File: config.mk
export PLATFORM = sky130hd
export DESIGN_NAME = tdm_line_mapper
export DESIGN_NICKNAME = d
export VERILOG_FILES = /design/src/rtl/tlm_pkg.sv /design/src/rtl/tlm_capture.sv /design/src/rtl/tlm_half_ctl.sv /design/src/rtl/tlm_slot_buf.sv /design/src/rtl/tdm_line_mapper.sv
export SDC_FILE = /design/constraint.sdc
export NUM_CORES = 1
export LEC_CHECK = 0
export ABC_AREA = 1
export CAP_MARGIN = 10
export CORE_MARGIN = 5
export CORE_UTILIZATION = 45
export CTS_BUF_LIST = sky130_fd_sc_hd__clkbuf_2
export DETAILED_ROUTE_END_ITERATION = 6
export GPL_TIMING_DRIVEN = 0
export PLACE_DENSITY_LB_ADDON = 0.15
export SLEW_MARGIN = 20
export SYNTH_ARGS = -nofsm -noshare
export SYNTH_HDL_FRONTEND = slang
export SYNTH_SLANG_ARGS = --single-unit
File: constraint.sdc
create_clock -name clk -period 1.8 [get_ports clk]
set_clock_uncertainty 0.05 [all_clocks]
set_input_delay 0.18 -clock clk [delete_from_list [all_inputs] [get_ports clk]]
set_output_delay 0.18 -clock clk [all_outputs]
set_load 0.005 [all_outputs]
File: src/rtl/tlm_pkg.sv
package tlm_pkg;
  localparam int SLOT_W      = 8;
  localparam int NUM_TS      = 4;
  localparam int LINE_D_W    = 2;
  localparam int LINE_HALVES = 2;
  localparam int HALF_W      = $clog2(LINE_HALVES);

  localparam int TS_D  = 0;
  localparam int TS_C  = 1;
  localparam int TS_B1 = 2;
  localparam int TS_B2 = 3;

  typedef struct packed {
    logic [SLOT_W-1:0]   b1;
    logic [SLOT_W-1:0]   b2;
    logic [LINE_D_W-1:0] d;
  } half_rec_t;

  localparam half_rec_t IDLE_REC = '{b1: '1, b2: '1, d: '1};
endpackage

File: src/rtl/tlm_capture.sv
module tlm_capture
  import tlm_pkg::*;
#(
  parameter int TS_W  = SLOT_W,
  parameter int N_TS  = NUM_TS
) (
  input  logic                     clk,
  input  logic                     rst_n,
  input  logic                     fp,
  input  logic                     vld,
  input  logic                     din,
  output logic                     done,
  output logic [N_TS-1:0][TS_W-1:0] ts
);
  localparam int FRAME_BITS = TS_W * N_TS;
  localparam int CNT_W      = $clog2(FRAME_BITS + 1);

  logic [FRAME_BITS-1:0] sh_q;
  logic [CNT_W-1:0]      cnt_q;
  logic                  active_q;

  always_ff @(posedge clk or negedge rst_n) begin
    if (!rst_n) begin
      sh_q     <= '0;
      cnt_q    <= '0;
      active_q <= 1'b0;
      done     <= 1'b0;
    end else begin
      done <= 1'b0;
      if (vld) begin
        if (fp) begin
          sh_q     <= {{(FRAME_BITS-1){1'b0}}, din};
          cnt_q    <= CNT_W'(1);
          active_q <= 1'b1;
        end else if (active_q) begin
          sh_q  <= {sh_q[FRAME_BITS-2:0], din};
          cnt_q <= cnt_q + CNT_W'(1);
          if (cnt_q == CNT_W'(FRAME_BITS - 1)) begin
            active_q <= 1'b0;
            done     <= 1'b1;
          end
        end
      end
    end
  end

  // Timeslot k occupies the k-th octet counted from the frame's first bit.
  for (genvar k = 0; k < N_TS; k++) begin : g_ts
    assign ts[k] = sh_q[FRAME_BITS-1-k*TS_W -: TS_W];
  end
endmodule

File: src/rtl/tlm_half_ctl.sv
module tlm_half_ctl (
  input  logic clk,
  input  logic rst_n,
  input  logic fp_start,
  input  logic pin,
  input  logic term_mode,
  input  logic wr,
  input  logic wr_val,
  output logic half_eff,
  output logic frame_half
);
  logic pin_prev_q;
  logic pin_edge;
  logic half_nxt;

  always_comb begin
    pin_edge = fp_start && (pin != pin_prev_q);
    if (pin_edge)               half_nxt = pin;
    else if (wr && !term_mode)  half_nxt = wr_val;
    else                        half_nxt = half_eff;
  end

  always_ff @(posedge clk or negedge rst_n) begin
    if (!rst_n) begin
      half_eff   <= 1'b0;
      frame_half <= 1'b0;
      pin_prev_q <= 1'b0;
    end else begin
      half_eff <= half_nxt;
      if (fp_start) begin
        pin_prev_q <= pin;
        frame_half <= half_nxt;
      end
    end
  end
endmodule

File: src/rtl/tlm_slot_buf.sv
module tlm_slot_buf
  import tlm_pkg::*;
#(
  parameter int N_HALF = LINE_HALVES
) (
  input  logic                       clk,
  input  logic                       rst_n,
  input  logic                       wr_en,
  input  logic [HALF_W-1:0]          wr_half,
  input  logic [NUM_TS-1:0][SLOT_W-1:0] ts,
  input  logic                       cfg_dinb,
  input  logic                       cfg_tx_en,
  input  logic                       cfg_rx_en,
  input  logic                       out_ready,
  output logic                       out_valid,
  output logic [HALF_W-1:0]          out_half,
  output half_rec_t                  out_rec
);
  half_rec_t             wr_rec;
  logic                  bypass;
  logic                  take;
  logic [HALF_W-1:0]     nxt_half;
  logic [N_HALF-1:0]     full;
  half_rec_t             data [N_HALF];

  always_comb begin
    bypass    = !cfg_tx_en && !cfg_rx_en;
    wr_rec.b2 = ts[TS_B2];
    if (cfg_dinb) begin
      wr_rec.b1 = ts[TS_D];
      wr_rec.d  = '1;
    end else begin
      wr_rec.b1 = ts[TS_B1];
      wr_rec.d  = bypass ? ts[TS_D][LINE_D_W-1:0] : '1;
    end
  end

  assign take     = out_valid && out_ready;
  assign nxt_half = out_half + HALF_W'(1);

  for (genvar h = 0; h < N_HALF; h++) begin : g_slot
    logic      full_q;
    half_rec_t data_q;
    always_ff @(posedge clk or negedge rst_n) begin
      if (!rst_n) begin
        full_q <= 1'b0;
        data_q <= IDLE_REC;
      end else begin
        if (take && nxt_half == HALF_W'(h)) full_q <= 1'b0;
        if (wr_en && wr_half == HALF_W'(h)) begin
          full_q <= 1'b1;
          data_q <= wr_rec;
        end
      end
    end
    assign full[h] = full_q;
    assign data[h] = data_q;
  end

  always_ff @(posedge clk or negedge rst_n) begin
    if (!rst_n) begin
      out_valid <= 1'b0;
      out_half  <= '0;
      out_rec   <= IDLE_REC;
    end else begin
      out_valid <= 1'b1;
      if (take) begin
        out_half <= nxt_half;
        out_rec  <= full[nxt_half] ? data[nxt_half] : IDLE_REC;
      end
    end
  end
endmodule

File: src/rtl/tdm_line_mapper.sv
module tdm_line_mapper
  import tlm_pkg::*;
(
  input  logic              clk,
  input  logic              rst_n,
  input  logic              bp_fp,
  input  logic              bp_vld,
  input  logic              bp_bit,
  input  logic              term_mode,
  input  logic              half_pin,
  input  logic              cfg_half_wr,
  input  logic              cfg_half,
  input  logic              cfg_dinb,
  input  logic              cfg_hdlc_tx_en,
  input  logic              cfg_hdlc_rx_en,
  output logic              ln_valid,
  input  logic              ln_ready,
  output logic              ln_half,
  output logic [SLOT_W-1:0] ln_b1,
  output logic [SLOT_W-1:0] ln_b2,
  output logic [LINE_D_W-1:0] ln_d
);
  logic                         fp_start;
  logic                         cap_done;
  logic [NUM_TS-1:0][SLOT_W-1:0] ts;
  logic                         half_eff;
  logic                         frame_half;
  logic [HALF_W-1:0]            out_half;
  half_rec_t                    out_rec;

  assign fp_start = bp_fp && bp_vld;

  tlm_capture #(.TS_W(SLOT_W), .N_TS(NUM_TS)) i_capture (
    .clk  (clk),
    .rst_n(rst_n),
    .fp   (bp_fp),
    .vld  (bp_vld),
    .din  (bp_bit),
    .done (cap_done),
    .ts   (ts)
  );

  tlm_half_ctl i_half_ctl (
    .clk       (clk),
    .rst_n     (rst_n),
    .fp_start  (fp_start),
    .pin       (half_pin),
    .term_mode (term_mode),
    .wr        (cfg_half_wr),
    .wr_val    (cfg_half),
    .half_eff  (half_eff),
    .frame_half(frame_half)
  );

  tlm_slot_buf #(.N_HALF(LINE_HALVES)) i_slot_buf (
    .clk      (clk),
    .rst_n    (rst_n),
    .wr_en    (cap_done),
    .wr_half  (HALF_W'(frame_half)),
    .ts       (ts),
    .cfg_dinb (cfg_dinb),
    .cfg_tx_en(cfg_hdlc_tx_en),
    .cfg_rx_en(cfg_hdlc_rx_en),
    .out_ready(ln_ready),
    .out_valid(ln_valid),
    .out_half (out_half),
    .out_rec  (out_rec)
  );

  assign ln_half = out_half[0];
  assign ln_b1   = out_rec.b1;
  assign ln_b2   = out_rec.b2;
  assign ln_d    = out_rec.d;
endmodule

==> results of run 1 <==
logic make-up (layout without fill, tap and decap cells):
group / count (synthesis) / count (layout) / synth area share (%)
AOI/OAI and AO/OA: 103 / 103 / 14.51
xor gates and xnor gates: 1 / 1 / 0.2073
adders and majority gates: 1 / 1 / 0.2961
buffers and inverters: 82 / 134 / 8.054
DFF: 101 / 101 / 61.42
other: 1 / 1 / 0.08875
and+or+nand+nor: 162 / 162 / 15.43
power by group:
group	internal [µW]	total [µW]	switching [µW]
clock network	184	915	731
logic	277	656	379
registers	2340	2360	29.0
path summary, 6_finish.rpt:
| check | from | end | slack (ns) | depth (start not counted) |
|---|---|---|---|---|
| setup / recovery | i_slot_buf.out_half | ln_half | 0.14 | 1 |
| hold / removal | bp_bit | i_capture.sh_q[0] | 0.14 | 3 |
| setup reg to reg | i_half_ctl.frame_half | i_slot_buf.data[17] | 0.35 | 4 |
| hold reg to reg | i_slot_buf.data[33] | i_slot_buf.data[33] | 0.44 | 2 |
| max in group asynchronous | rst_n | i_slot_buf.data[35] | 0.44 | 4 |
| min in group asynchronous | rst_n | i_capture.sh_q[12] | 0.58 | 3 |
per-stage QoR:
stage          std cells  util [%]  setup TNS (ns)  worst slack (ns)  hold slack (ns)
2_1_floorplan        451         -               0            0.6806          -0.1656
4_1_cts              613     52.16               0           0.08429         0.007618
3_5_place_dp         595     51.25               0            0.2064          0.09863
6_report             614     52.27               0            0.1422           0.1382
3_3_place_gp         594     50.94         -253.01            -3.139           0.4052
5_1_grt              614     52.27               0           0.04958           0.1205
synth_stat cells:
master,count,area share (%)
nand2_1,119,11
inv_1,55,4.9
dfstp_2,54,34
dfrtp_1,47,28
o21ai_0,43,5.1
o22ai_1,30,4.4
nor2_1,20,1.8
o21a_1,18,3.2
buf_2,11,1.3
nand3_1,11,1.3
a31oi_1,10,1.5
clkbuf_1,9,0.80
nand4_1,9,1.3
inv_2,4,0.36
buf_6,2,0.53
nand2_2,2,0.30
a21oi_1,1,0.12
and2_1,1,0.15
buf_4,1,0.18
conb_1,1,0.089
ha_1,1,0.30
o21bai_1,1,0.18
xor2_1,1,0.21
layout make-up:
type                       instances  area (µm²)  area share (%)
buffer                            23       118.9           2.473
clock buffer                      10       50.05           1.041
clock inverter                     6       38.79          0.8069
inverter                          59       221.5           4.607
multi-input combinational        268        1290           26.84
sequential                       101        2595           53.98
tap                              111       138.9           2.889
timing repair buffer              36       354.1           7.366
state kept, by name, indices dropped and copies added (netlist names):
signal                    count
i_slot_buf.data              36
i_capture.cnt_q               6
i_slot_buf.out_valid          1
i_capture.sh_q               32
i_half_ctl.half_eff           1
i_slot_buf.out_half           1
i_half_ctl.pin_prev_q         1
i_half_ctl.frame_half         1
i_slot_buf.out_rec           18
i_slot_buf.g_slot.full_q      2
i_capture.active_q            1
i_capture.done                1
routing by layer:
| metal | global-route usage, % | vias up | routed length [µm] |
|---|---|---|---|
| li1 | - | 1554 | - |
| met1 | 20.51 | 1451 | 3909 |
| met2 | 23.88 | 59 | 3587 |
| met3 | 2.589 | 12 | 288 |
| met4 | 6.667 | 0 | 154 |
| met5 | 0 | - | 0 |
what timing repair did:
action                                 4_1_cts  5_1_grt
buffers inserted                             1        0
hold buffers                                 1        1
resized for setup                           18        0
endpoints found under the hold margin       82        2
setup endpoints to repair                   19        0
==> results.md, run 1 <==
- Status: completed
- CTS Buf Count: 9
- Dpl cell area: roughly 0.0047 mm²
- Setup CP Type: register to primary output
- CP top delay family: buffers and inverters
- Vias in the first global route: 2,933
- Skew-Pair Late Insertion Delay: ~0.54 ns
- Largest net degree at the start of global routing: 54
- Cells after synthesis: approximately 450
- Vias after detailed routing: slightly above 3,000
- Initial antenna violation count: 0
- Rows: 35
- DRT iter0 DRCs: roughly 120
- CP Cell Sequence: clkdlybuf4s50_1
- Sum of buffers and inverters on the critical path: 1
- Antenna violation net count after detailed routing: 0
- # diodes: 0
- Worst path arrival time: ~1.4 ns
- P&R area growth vs syn: 13.77%
- Slowest cell on the critical path: clkdlybuf4s50_1
- Finished Cell Area: between 0.004 and 0.005 mm²
- Pins over their slew limit: 0
- Post-Syn Area: between 0.004 and 0.005 mm²
- Final WL: 7939 µm
- Fmax: 603.2 MHz
- Die area: ~0.011 mm²
- Crit path launch type: register
- Share of layout cells above drive strength 1: 18.29%
- Nets@finish: 512
- Max-Cap Viols: 0
- Mean post-synth cell area: 9.369 µm²
- Die width: approximately 110 µm
- Fillers: about 900
- Initial cell density of the core: a little under half
- HP Class: input port to register
- CTS tree: done
- Syn_nets: about 470
- H-tree levels: 3
- DR vias/cell: approximately 5
- Final setup viols: 0
- Tot GR Track Use: 15.11%
- Yosys reg bits: 101
- Kind of end point of the critical path: primary output
- Most frequent cells in the layout: nand2_1 (119), inv_1 (55), dfstp_2 (54), dfrtp_1 (47), o21ai_0 (43)
- GRT overflow: 0
- Seq/Total Area, Yosys: approximately three fifths
- PwrDens: a little over 800 mW/mm²
- Peak supply drop: around 0.0003 V
- Critical Path Fanout Max: 2
- Post-DP HPWL: approximately 5600 µm
- Commonest non-fill, non-tap cell in the layout: nand2_1
- Routed len/inst: ~13 µm
- Ys Warns: 0
- Gpl congestion: roughly 0.76
- I/O pin count: 33
- Clock buffer depth: 2
- Post-route clock period utilization: 92.10%
- TritonRoute pass-1 iters: 5
- Core ar.: 0.009196 mm²
- Minimum clock period: about 1.7 ns
- Clock Root Buffer: clkbuf_2
- RSZ-0062 raised after global routing: false
- Total power: ~3900 µW
- Worst path max stage delay: around 0.5 ns
- Vert. Die Dim: 106.9 µm
- Clock sink count: 101
- Global-route wire length before repair: 13,810 µm
- Number of library cell types mapped by synthesis: 23
- Critical Path RT: approximately 1.6 ns
- Input/output buffers: 32
- DRC violation count after routing: 0
- Leakage: between 0.002 and 0.0025 µW
- Final Hold Vio Count: 0
- Reg clk slew, reported paths: about 0.26 ns
Note: power is estimated with default switching activity, not from simulation.
==> run 2: changes to the inputs <==
- CAP_MARGIN: 10 -> default
- CORE_MARGIN: 5 -> 3
==> run 2 against run 1 <==
Clock power up 15%. Critical path depth unchanged. Flip-flop and latch count unchanged. Core utilization up 1.8 points. Sequential share of layout area down 0.31 points. Worst setup slack better by 0.030 ns. Final cell count down 0.33%. Routed wire length about the same. Die area down 7.3%. Worst hold slack worse by 0.013 ns. Final area up 0.57%. Sequential power about the same.
==> results.md, run 2 (synthesis gave the netlist of run 1 again) <==
- Final setup viols: 0
- Vias in the first global route: a little under 3,000
- Finished Cell Area: between 0.004 and 0.005 mm²
- CP Cell Sequence: clkdlybuf4s50_1
- Clock Root Buffer: clkbuf_2
- Minimum clock period: about 1.6 ns
- PwrDens: ~840 mW/mm²
- Kind of end point of the critical path: primary output
- Worst path max stage delay: 0.50 ns
- # diodes: 0
- Critical Path Fanout Max: 2
- Critical Path RT: between 1.5 and 2 ns
- Fmax: about 600 MHz
- Global-route wire length before repair: 13,900 µm
- Reg clk slew, reported paths: ~0.26 ns
- Post-route clock period utilization: 90.41%
- DR vias/cell: 4.949
- Post-DP HPWL: about 5600 µm
- Final Hold Vio Count: 0
- Final WL: between 7000 and 8000 µm
- RSZ-0062 raised after global routing: false
- Commonest non-fill, non-tap cell in the layout: nand2_1
- P&R area growth vs syn: 14.42%
- Vert. Die Dim: around 100 µm
- Max-Cap Viols: 0
- Reg-to-reg slack, setup: between 0.3 and 0.4 ns
- Fillers: approximately 850
- Total power: 4069 µW
- H-tree levels: 3
- Clock buffer depth: 2
- Input/output buffers: 32
- CTS tree: done
- HP Class: input port to register
- Antenna violation net count after detailed routing: 0
- Worst path arrival time: roughly 1.4 ns
- CP top delay family: buffers and inverters
- I/O pin count: 33
- Clock sink count: between 100 and 150
- Initial antenna violation count: 0
- Core ar.: just under 0.009 mm²
- DRC violation count after routing: 0
- Setup CP Type: register to primary output
- Tot GR Track Use: between 15 and 20%
- Skew-Pair Late Insertion Delay: between 0.5 and 0.6 ns
- Vias after detailed routing: about 3,000
- Crit path launch type: register
- Sum of buffers and inverters on the critical path: 1
- Max FFs per register: 36
- Gpl congestion: around 0.82
- Share of layout cells above drive strength 1: 18.45%
- CTS Buf Count: 9
- Status: completed
- Reg area: 0.002595 mm²
- Die area: about 0.011 mm²
- Area of the multi-input gates: around 0.0013 mm²
- Most frequent cells in the layout: nand2_1 (119), inv_1 (55), dfstp_2 (54), dfrtp_1 (47), o21ai_0 (43)
- Initial cell density of the core: approximately 47%
- Dpl cell area: 0.004710 mm²
- TritonRoute pass-1 iters: 4
- Leakage: roughly 0.0021 µW
- Rows: 34
- DRT iter0 DRCs: 100
- Die width: between 100 and 150 µm
- Largest net degree at the start of global routing: 63
- GRT overflow: 0
- Slowest cell on the critical path: clkdlybuf4s50_1
- Pins over their slew limit: 0
- Nets@finish: roughly 510
- Peak supply drop: 0.0003189 V
- Routed len/inst: between 10 and 15 µm
[run 2: power breakdown]
part	switching, µW	internal (µW)
combinational	381	278
sequential	28.5	2330
clock	719	327
[run 2: path summary, 6_finish.rpt]
check	from	end	depth (start not counted)
setup / recovery	i_slot_buf.out_half	ln_half	1
hold / removal	bp_bit	i_capture.sh_q[0]	3
setup reg to reg	i_half_ctl.frame_half	i_slot_buf.data[17]	4
hold reg to reg	i_slot_buf.data[19]	i_slot_buf.data[19]	2
max in group asynchronous	rst_n	i_slot_buf.data[17]	4
min in group asynchronous	rst_n	i_capture.sh_q[24]	3
[run 2: worst register-to-register path, stage by stage (launching register included)]
cell,delay (ns)
dfrtp_1,0.46
nand2_1,0.25
inv_1,0.14
clkbuf_1,0.34
o21ai_0,0.14
[run 2: timing repair]
action / CTS / global route
hold buffers: 1 / 1
endpoints found under the setup margin: 18 / 1
cloned: 0 / 0
resized for setup: 18 / 0
hold endpoints to repair: 78 / 4
buffers inserted: 1 / 1
[run 2: routing by layer]
layer  routed length (µm)  GRT usage (%)
met1                 3903          23.24
met2                 3588          25.36
met3                  291          3.992
met4                  154          5.378
met5                    0              0
[run 2: final cells by class]
class	instances	area share, %
Tap cell	108	2.795
Sequential cell	101	53.67
Buffer	23	2.459
Clock inverter	6	1.294
Timing Repair Buffer	37	7.479
Inverter	59	4.581
Clock buffer	10	1.035
Multi-Input combinational cell	268	26.68
[run 2: through the flow]
stage          utilization (%)  hold WS (ns)  worst slack, ns  std cells  setup TNS (ns)
4_1_cts                  53.92      0.007163          0.01913        610               0
2_1_floorplan                -       -0.1656           0.6806        451               0
3_5_place_dp             52.72       0.06316           0.1752        592               0
6_report                 54.12        0.1253           0.1727        612               0
5_1_grt                  54.12       0.07105          0.05934        612               0
3_3_place_gp             52.40        0.4056           -3.114        591         -250.81
==> run 3: changes to the inputs <==
- CTS_CLUSTER_SIZE: default -> 14
==> results of run 3 <==
Final layout, timing and power as in run 2 (identical DEF).
